--- config.mk ---
export PLATFORM = sky130hd
export DESIGN_NAME = dual_src_fifo
export DESIGN_NICKNAME = d
export VERILOG_FILES = /design/src/rtl/dq_pkg.sv /design/src/rtl/dq_src_mux.sv /design/src/rtl/dq_ctrl.sv /design/src/rtl/dq_store.sv /design/src/rtl/dual_src_fifo.sv
export SDC_FILE = /design/constraint.sdc
export NUM_CORES = 1
export LEC_CHECK = 0
export CAP_MARGIN = 25
export CELL_PAD_IN_SITES_DETAIL_PLACEMENT = 1
export CELL_PAD_IN_SITES_GLOBAL_PLACEMENT = 2
export CORE_MARGIN = 2
export CORE_UTILIZATION = 46
export CTS_BUF_LIST = sky130_fd_sc_hd__clkbuf_4
export DETAILED_ROUTE_END_ITERATION = 8
export GPL_TIMING_DRIVEN = 0
export PLACE_DENSITY = 0.85
export SLEW_MARGIN = 10
export SYNTH_ARGS = -nofsm -noshare
export SYNTH_HDL_FRONTEND = slang
export SYNTH_SLANG_ARGS = --single-unit
--- constraint.sdc ---
create_clock -name clk -period 6.1 [get_ports clk]
set_input_delay 0.915 -clock clk [delete_from_list [all_inputs] [get_ports clk]]
set_output_delay 0.915 -clock clk [all_outputs]
set_load 0.01 [all_outputs]
--- src/rtl/dq_pkg.sv ---
package dq_pkg;

  typedef enum logic {
    SRC_A = 1'b0,
    SRC_B = 1'b1
  } dq_src_e;

  function automatic int unsigned dq_idx_bits(input int unsigned depth);
    return (depth > 1) ? $clog2(depth) : 1;
  endfunction

endpackage

--- src/rtl/dq_src_mux.sv ---
module dq_src_mux
  import dq_pkg::*;
#(
  parameter int WIDTH = 32
) (
  input  logic             sel,
  input  logic [WIDTH-1:0] bus_a,
  input  logic [WIDTH-1:0] bus_b,
  output logic [WIDTH-1:0] picked
);

  dq_src_e src;

  always_comb begin
    src    = dq_src_e'(sel);
    picked = (src == SRC_B) ? bus_b : bus_a;
  end

endmodule

--- src/rtl/dq_ctrl.sv ---
module dq_ctrl
  import dq_pkg::*;
#(
  parameter int DEPTH = 8,
  localparam int IW   = dq_idx_bits(DEPTH),
  localparam int CW   = $clog2(DEPTH + 1)
) (
  input  logic          clk,
  input  logic          rst,
  input  logic          push_req,
  input  logic          pop_req,
  output logic          push_fire,
  output logic          pop_fire,
  output logic [IW-1:0] wr_idx,
  output logic [IW-1:0] rd_idx,
  output logic          has_data,
  output logic          has_room
);

  localparam bit           IS_POW2 = (DEPTH & (DEPTH - 1)) == 0;
  localparam logic [IW-1:0] LAST   = IW'(DEPTH - 1);
  localparam logic [CW-1:0] FULLC  = CW'(DEPTH);

  logic [CW-1:0] fill_q, fill_d;
  logic [IW-1:0] wr_nx, rd_nx;

  assign push_fire = push_req && has_room;
  assign pop_fire  = pop_req  && has_data;

  generate
    if (IS_POW2) begin : g_wrap_pow2
      assign wr_nx = wr_idx + 1'b1;
      assign rd_nx = rd_idx + 1'b1;
    end else begin : g_wrap_cmp
      assign wr_nx = (wr_idx == LAST) ? '0 : wr_idx + 1'b1;
      assign rd_nx = (rd_idx == LAST) ? '0 : rd_idx + 1'b1;
    end
  endgenerate

  always_comb begin
    fill_d = fill_q;
    case ({push_fire, pop_fire})
      2'b10:   fill_d = fill_q + 1'b1;
      2'b01:   fill_d = fill_q - 1'b1;
      default: fill_d = fill_q;
    endcase
  end

  always_ff @(posedge clk) begin
    if (rst) begin
      wr_idx   <= '0;
      rd_idx   <= '0;
      fill_q   <= '0;
      has_data <= 1'b0;
      has_room <= 1'b1;
    end else begin
      if (push_fire) wr_idx <= wr_nx;
      if (pop_fire)  rd_idx <= rd_nx;
      fill_q   <= fill_d;
      has_data <= (fill_d != '0);
      has_room <= (fill_d != FULLC);
    end
  end


  reset_state_chk: assert property (@(posedge clk)
    rst |=> (!has_data && has_room));


  empty_pop_ignored_chk: assert property (@(posedge clk) disable iff (rst)
    (!has_data && !push_req) |=> (!has_data && $stable(rd_idx)));


  full_push_ignored_chk: assert property (@(posedge clk) disable iff (rst)
    (!has_room && !pop_req) |=> (!has_room && $stable(wr_idx)));


  occupancy_kept_chk: assert property (@(posedge clk) disable iff (rst)
    (push_req && pop_req && has_data && has_room)
      |=> ($stable(has_data) && $stable(has_room)));


  flags_consistent_chk: assert property (@(posedge clk) disable iff (rst)
    (has_data || has_room));


  no_push_idle_chk: assert property (@(posedge clk) disable iff (rst)
    (!push_req) |=> $stable(wr_idx));

endmodule

--- src/rtl/dq_store.sv ---
module dq_store
  import dq_pkg::*;
#(
  parameter int WIDTH = 32,
  parameter int DEPTH = 8,
  localparam int IW   = dq_idx_bits(DEPTH)
) (
  input  logic             clk,
  input  logic             we,
  input  logic [IW-1:0]    widx,
  input  logic [WIDTH-1:0] wdata,
  input  logic [IW-1:0]    ridx,
  output logic [WIDTH-1:0] rdata
);

  logic [WIDTH-1:0] cells [DEPTH];

  always_ff @(posedge clk) begin
    if (we) cells[widx] <= wdata;
  end

  assign rdata = cells[ridx];

endmodule

--- src/rtl/dual_src_fifo.sv ---
module dual_src_fifo
  import dq_pkg::*;
#(
  parameter int WIDTH = 32,
  parameter int DEPTH = 8
) (
  input  logic             clk,
  input  logic             rst,
  input  logic             rd_req,
  input  logic             wr_req,
  output logic             rd_ok,
  output logic             wr_ok,
  input  logic             src_sel,
  input  logic [WIDTH-1:0] din_a,
  input  logic [WIDTH-1:0] din_b,
  output logic [WIDTH-1:0] dout
);

  localparam int IW = dq_idx_bits(DEPTH);

  logic [WIDTH-1:0] wword;
  logic             push_fire, pop_fire;
  logic [IW-1:0]    wr_idx, rd_idx;

  dq_src_mux #(.WIDTH(WIDTH)) u_mux (
    .sel    (src_sel),
    .bus_a  (din_a),
    .bus_b  (din_b),
    .picked (wword)
  );

  dq_ctrl #(.DEPTH(DEPTH)) u_ctrl (
    .clk       (clk),
    .rst       (rst),
    .push_req  (wr_req),
    .pop_req   (rd_req),
    .push_fire (push_fire),
    .pop_fire  (pop_fire),
    .wr_idx    (wr_idx),
    .rd_idx    (rd_idx),
    .has_data  (rd_ok),
    .has_room  (wr_ok)
  );

  dq_store #(.WIDTH(WIDTH), .DEPTH(DEPTH)) u_store (
    .clk   (clk),
    .we    (push_fire),
    .widx  (wr_idx),
    .wdata (wword),
    .ridx  (rd_idx),
    .rdata (dout)
  );


  head_hold_chk: assert property (@(posedge clk) disable iff (rst)
    (rd_ok && !rd_req) |=> (rd_ok && $stable(dout)));


  full_both_pop_only_chk: assert property (@(posedge clk) disable iff (rst)
    (!wr_ok && rd_req && wr_req) |=> (wr_ok && $stable(wr_idx)));

endmodule

* After elaboration in Yosys (flattened, before gate mapping)
Memories as Yosys holds them, arrays and structs flattened. A register that Yosys moved wholly into a read port is not among the register bits. Index checks and enable logic that the tools add are counted.
Storage, ports and cells: register bits after elaboration 12, RAM bits 256, input port bits 69, output and inout port bits 34, word-level logic and storage cells 22, memories 1
Memories:
- u_store.cells | depth 8, bits a word 32, rd ports 1, clocked after Yosys merged registers in 1, write ports 1, line dq_store.sv:16 | logic [WIDTH-1:0] cells [DEPTH];
Operators by class: add/subtract/negate cells 4, equal/unequal tests 3, multiplexer cells 6, reductions and logical operators 3
Operators with widths (count):
- 32-bit 2-to-1 mux | 1
- 4-bit one-hot mux with 2 select lines | 1
- 3-bit by 1-bit adder with 3-bit output, second input constant | 2
- 3-bit 2-to-1 mux | 2
- 4-bit by 1-bit adder with 4-bit output, second input constant | 1
- 4-bit != test, second input constant | 1
- 4-bit nonzero test | 1
- 4-bit by 1-bit subtractor with 4-bit output, second input constant | 1
- 2-bit by 1-bit == test with 1-bit output, second input constant | 1
- 2-bit == test, second input constant | 1
- 1-bit logical AND | 2
- 1-bit 2-to-1 mux | 2

* Depth between registers and ports, before layout
Gate-level depths: netlist of the first run.
word-level depth 4, depth in mapped cells 11, gate-level depth less buffers 10

* Modules after synthesis
Synthesis of the first run repeated with hierarchy kept, for this count alone.
Unflattened totals: cell total of the unflattened synthesis 496, area total of the unflattened synthesis 11078.1 µm²
By module, submodules not included:
- dq_store | instances 1, cells an instance 383, area each 9825.7 µm², sequential area each 7687.4 µm²
- dq_ctrl | instances 1, cells an instance 77, area each 708.2 µm², sequential area each 240.2 µm²
- dq_src_mux | instances 1, cells an instance 36, area each 544.3 µm², sequential area each 0.0 µm²

* Worst setup path before layout of the first run
Ideal clock, no wire load.
kind input to register, start point input wr_req, end point memory u_store.cells[0][0] (enable), setup time 0.501 ns, arrival 4.295 ns, data required time 5.599 ns, setup slack 1.304 ns, cell stages on the path 4, buffers on the path 1, path through and2_1 buf_6 inv_2 nor4_1
Between the ends: word-level cells in the longest chain between the ends 3
Ends and longest elaborated chain:
- from (decl) | line dual_src_fifo.sv:10 | input logic wr_req,
- 1-bit logical AND | line dq_ctrl.sv:27 | assign push_fire = push_req && has_room;
- 1-bit 2-to-1 mux | line dq_store.sv:19 | if (we) cells[widx] <= wdata;
- 1-bit 2-to-1 mux (implied by the code) | line dq_store.sv:19
- to (decl) | line dq_store.sv:16
Every way passes these cells.

==> results_dict.tcl, run 1 <==
set metrics [dict create \
    status "finished, final reports clean" \
    synth-warning-count 0 \
    cts_made_buffers 69 \
    synth_area_leaders "edfxtp_1 72%, mux4_2 14%, mux2_2 6.9%, dfxtp_1 2.8%, nor2_1 0.53%" \
    cp.arrival_ps 3280 \
    netlist.area_leader.share_pct 72.07 \
    port_buffers 101 \
    seqCellArea_um2 7988 \
    cp_cell_sequence "clkbuf_1 -> clkbuf_1 -> mux4_2 -> mux2_2 -> clkdlybuf4s50_1" \
    wl_per_cell_um 23.42 \
    tightestPinTransition_ps 826.9 \
    async_reset_ff_share_pct 0 \
    power_density_nw_per_um2 339.8 \
    synth.cell_area_um2 10670 \
    netlist_instances 491 \
    timing.fmax_ghz 0.2383 \
    synth-seq-cells 271 \
    io-pin-count 103 \
    maxSlewHeadroom_pct 44.58 \
    multi_input_area_um2 2614 \
    path_common_cell "clkbuf_1" \
    fin_crit_ps 4196 \
    finalHoldViolCount 0 \
    grt_antenna_before_repair 1 \
    ys_seq_area_share_pct 74.89 \
    critical-path-max-stage-delay_ps 620 \
    drive_gt1_share_pct 37.57 \
    dp_hpwl_um 15700 \
    synth_top_area_cell "edfxtp_1" \
    start_util_pct 46.97 \
    grt_pass1_vias 6376 \
    slew_violations 0 \
    cts-hold-fix-buffers 0 \
    rsz0062_at_grt "false" \
    total_power_mw 4.468 \
    dr.pass1.iters 5 \
    drtAntennaViolNets 0 \
    fp.dieW_um 156.3 \
    dpl.cell_count 903 \
    path_class "register to output port" \
    n_fill_cell 2016 \
    cp-end-kind "output port" \
    finalClockSkew_ps 43.99 \
    root_buffer "clkbuf_4" \
    ir_drop_v 0.0001497 \
    hold_class "register to register" \
    grt.total_usage_pct 20.44 \
    htreeDepth 3 \
    cp-start-kind "register" \
    via_count 5596 \
    setup_viol 0 \
    synth_nets 564 \
    clkLatencyLatePin_ps 680 \
    cts.sinks 271 \
    clk_pin_slew_ps 60 \
    area_growth_pct 23.27 \
    max_cap_violations 0 \
    ys_types 32 \
    layout_commonest_cell "edfxtp_1" \
    drc 0 \
    core_um2 22710 \
    drt-total-wl_um 23840 \
    postSynthAreaPerCell_um2 21.72 \
    period_share_pct 68.79 \
    worst_path_max_delay_cell "clkbuf_1" \
    crit_fanout 10 \
    grt_pass1_wl_um 36680 \
    clk_path_buf_depth 3 \
    synth_edf_count 256 \
    grt-ovfl-total 0 \
    final_cell_mix "256 x edfxtp_1, 101 x clkdlybuf4s50_1, 96 x clkbuf_4, 65 x mux2_2, 64 x mux4_2" \
    dieArea_um2 24420 \
    post_cts_buffers 0 \
    gp_congestion 0.7116 \
    chipHeight_um 156.3 \
    synth_flop_cell "edfxtp_1" \
    vias_per_cell 5.497 \
    cts_tree "built" \
    critical_path_required_ps 5180 \
    nNetsFinal 762 \
    finalSetupTns_ps 0 \
    final_cell_count_no_fill 1018 \
    drt_iter0_drc 362 \
    power_leakage_nw 4.278 \
    grt_max_degree 23 \
    std_cell_rows 55 \
    post_cts_resized 0 \
]
sequential cells by signal, indices dropped and copies added (netlist names), named ones only:
register         count
u_ctrl.fill_q        4
u_ctrl.has_data      1
u_ctrl.has_room      1
u_ctrl.rd_idx        3
u_ctrl.wr_idx        3
u_store.cells      256
report_power, final:
group          leakage (nW)  internal, mW  switching, mW
sequential             2.45          2.15         0.0405
combinational          1.35         0.467          0.388
clock                 0.481         0.724          0.703
total                  4.28          3.34           1.13
synth_stat cells (3+ instances only):
library cell / number
a21oi_1: 4
buf_1: 4
buf_2: 7
clkbuf_1: 12
dfxtp_1: 15
edfxtp_1: 256
ha_1: 4
mux2_2: 65
mux4_2: 64
nand2_1: 11
nand2b_1: 3
nor2_1: 15
nor3_1: 6
xnor2_1: 5
xor2_1: 3
per-layer routing:
| layer | wire [µm] | vias up | part of all wire, % | global-route usage (%) |
|---|---|---|---|---|
| met5 | 0 | - | 0 | 0 |
| met4 | 303 | 0 | 1.3 | 6.946 |
| met3 | 1255 | 27 | 5.3 | 4.403 |
| met2 | 12660 | 195 | 53 | 35.41 |
| met1 | 9624 | 2914 | 40 | 25.71 |
| li1 | - | 2460 | - | - |
path summary, 6_finish.rpt:
check | slack [ps] | endpoint | depth (start not counted) | startpoint
worst max-delay path | 1900 | dout[8] | 5 | register
worst min-delay path | 520 | u_ctrl.rd_idx[1] | 2 | u_ctrl.rd_idx[1]
worst max register to register | 3850 | u_store.cells[1][18] | 7 | u_ctrl.has_room
worst min register to register | 520 | u_ctrl.rd_idx[1] | 2 | u_ctrl.rd_idx[1]
cell type report:
class | count | share of cell area (%)
Sequential cell | 271 | 60.75
Multi-Input combinational cell | 194 | 19.88
Buffer | 24 | 0.8088
Clock inverter | 18 | 0.5709
Tap cell | 285 | 2.712
Antenna cell | 1 | 0.01903
Inverter | 2 | 0.05709
Clock buffer | 96 | 5.481
Timing Repair Buffer | 127 | 9.725
through the flow:
step | util (%) | area, µm² | hold slack (ps) | setup slack (ps)
after floorplan | - | 10670 | 455.9 | 1304
after global placement | 52.99 | 12030 | 480.5 | -2349
after detailed placement | 54.39 | 12350 | 509.1 | 2556
after CTS | 57.89 | 13150 | 517.6 | 1819
after global routing | 57.90 | 13150 | 552.1 | 1745
final | 57.90 | 13150 | 522.3 | 1904
logic make-up (layout without fill, tap and decap cells):
kind of cell | count (synthesis) | after routing | synth area share [%]
muxes | 130 | 130 | 20.47
buffers and inverters | 26 | 267 | 1.067
xor gates and xnor gates | 8 | 8 | 0.6569
AOI/OAI and AO/OA | 11 | 11 | 0.6921
DFF | 271 | 271 | 74.89
other | 0 | 1 | 0
adders and majority gates | 4 | 4 | 0.4692
and+or+nand+nor | 41 | 41 | 1.760
worst max-delay path: cells and delay by family (launching register included):
| family | cells | cell delay (ps) |
|---|---|---|
| buffers and inverters | 3 | 1560 |
| muxes | 2 | 730 |
| DFF | 1 | 310 |
Power figures use the tool's default switching activity.
==> run 2: changes to the inputs <==
clock period = 3.9 ns   (was 6.1 ns; I/O delays follow)
==> run 2 against run 1 <==
First-iteration DRC count is 13% lower; largest power group unchanged; worst setup slack got worse by 1700 ps; count of clock-buffer cells in the layout down 1; flip-flop and latch count did not move; final area increased by 0.41%.
==> results_dict.tcl, run 2 (synthesized netlist as in run 1, its figures left out) <==
set metrics [dict create \
    tightestPinTransition_ps 950.0 \
    finalHoldViolCount 0 \
    crit_fanout 10 \
    area_growth_pct 23.78 \
    grt-ovfl-total 0 \
    status "finished, final reports clean" \
    maxSlewHeadroom_pct 36.32 \
    setup_viol 0 \
    antenna_cells 0 \
    reg_top3 "u_store.cells x256, u_ctrl.fill_q x4" \
    ir_drop_v 0.0002248 \
    vias_per_cell 5.478 \
    timing.fmax_ghz 0.2736 \
    via_count 5555 \
    core_um2 22710 \
    start_util_pct 46.97 \
    n_fill_cell 2023 \
    multi_input_area_um2 2623 \
    cts-hold-fix-buffers 0 \
    rsz0062_at_grt "false" \
    wl_per_cell_um 24.07 \
    drtAntennaViolNets 0 \
    gp_congestion 0.6871 \
    cts_made_buffers 69 \
    largest_reg_flops 256 \
    nNetsFinal 759 \
    std_cell_rows 55 \
    cp-start-kind "register" \
    finalClockSkew_ps 40.01 \
    place_ws_ps 672.4 \
    cts.sinks 271 \
    hp-start "u_ctrl.rd_idx[1]" \
    slew_violations 0 \
    post_cts_buffers 0 \
    layout_commonest_cell "edfxtp_1" \
    r2r_start "u_ctrl.wr_idx[2]" \
    io-pin-count 103 \
    cts_tree "built" \
    power_density_nw_per_um2 539.5 \
    placed_area_um2 12360 \
    grt_pass1_vias 6481 \
    grt.total_usage_pct 20.76 \
    drt_iter0_drc 314 \
    period_share_pct 93.71 \
    critical_path_required_ps 3310 \
    fin_hold_ws_ps 480.3 \
    drive_gt1_share_pct 37.72 \
    drt-total-wl_um 24410 \
    grt_pass1_wl_um 36880 \
    post_cts_resized 5 \
    clkLatencyLatePin_ps 670 \
    clk_pin_slew_ps 60 \
    final_cell_mix "256 x edfxtp_1, 101 x clkdlybuf4s50_1, 95 x clkbuf_4, 65 x mux2_2, 64 x mux4_2" \
    grt_antenna_before_repair 0 \
    cp.arrival_ps 3070 \
    fin_crit_ps 3655 \
    port_buffers 101 \
    chipHeight_um 156.3 \
    path_class "register to output port" \
    dp_hpwl_um 16210 \
    hold_class "register to register" \
    htreeDepth 3 \
    seqCellArea_um2 7988 \
    grt_max_degree 23 \
    worst_slack_ps 245.4 \
    top_register "u_store.cells" \
    fp.dieW_um 156.3 \
    root_buffer "clkbuf_4" \
    dieArea_um2 24420 \
    power_leakage_nw 4.307 \
    max_cap_violations 0 \
    dr.pass1.iters 4 \
    clk_path_buf_depth 3 \
    cp-end-kind "output port" \
    drc 0 \
    final_cell_area_um2 13200 \
]
[run 2: changes by cell type in the layout (fill, tap and decap cells not counted), sizes merged]
cell | before | now
clkbuf | 108 | 107
diode | 1 | 0
bufinv | 0 | 2
buf | 38 | 35
clkinvlp | 1 | 0
[run 2: layer usage]
layer	track usage, %	wire length [µm]	share of wire (%)	up-vias
met5	0	0	0	-
met4	9.262	474	1.9	0
met3	4.625	1448	5.9	43
met2	37.82	13350	55	204
met1	23.32	9141	37	2855
li1	-	-	-	2453
[run 2: metrics by stage]
step / std cells / util [%] / power [mW] / setup TNS (ps)
floorplan: 491 / - / 4.270 / 0
global placement: 877 / 53.02 / 4.747 / -423490
detailed placement: 900 / 54.42 / 4.847 / 0
CTS: 1014 / 58.13 / 7.220 / 0
global route: 1014 / 58.14 / 7.440 / 0
finish: 1014 / 58.14 / 7.123 / 0
[run 2: final timing paths]
path                          end  slack (ps)  depth (start not counted)
max                       dout[5]         250                          5
min                      register         480                          2
max reg2reg  u_store.cells[4][21]        1530                          4
min reg2reg              register         480                          2
[run 2: critical path, stage by stage (launching register included)]
cell             delay (ps)
dfxtp_1                 310
clkbuf_1                490
clkbuf_2                440
mux4_2                  360
mux2_2                  310
clkdlybuf4s50_1         500
[run 2: final cells by class]
type                            instances  area share, %
Tap cell                              285          2.701
Clock inverter                         19         0.9382
Clock buffer                           95          5.402
Sequential cell                       271          60.50
Buffer                                 24         0.8624
Timing Repair Buffer                  124          9.676
Inverter                                2        0.05686
Multi-Input combinational cell        194          19.86
[run 2: power breakdown]
group / internal (mW) / switching, mW / total, mW / leakage, nW
Combinational: 0.734 / 0.607 / 1.34 / 1.36
Clock: 1.25 / 1.11 / 2.36 / 0.497
Sequential: 3.36 / 0.0678 / 3.42 / 2.45
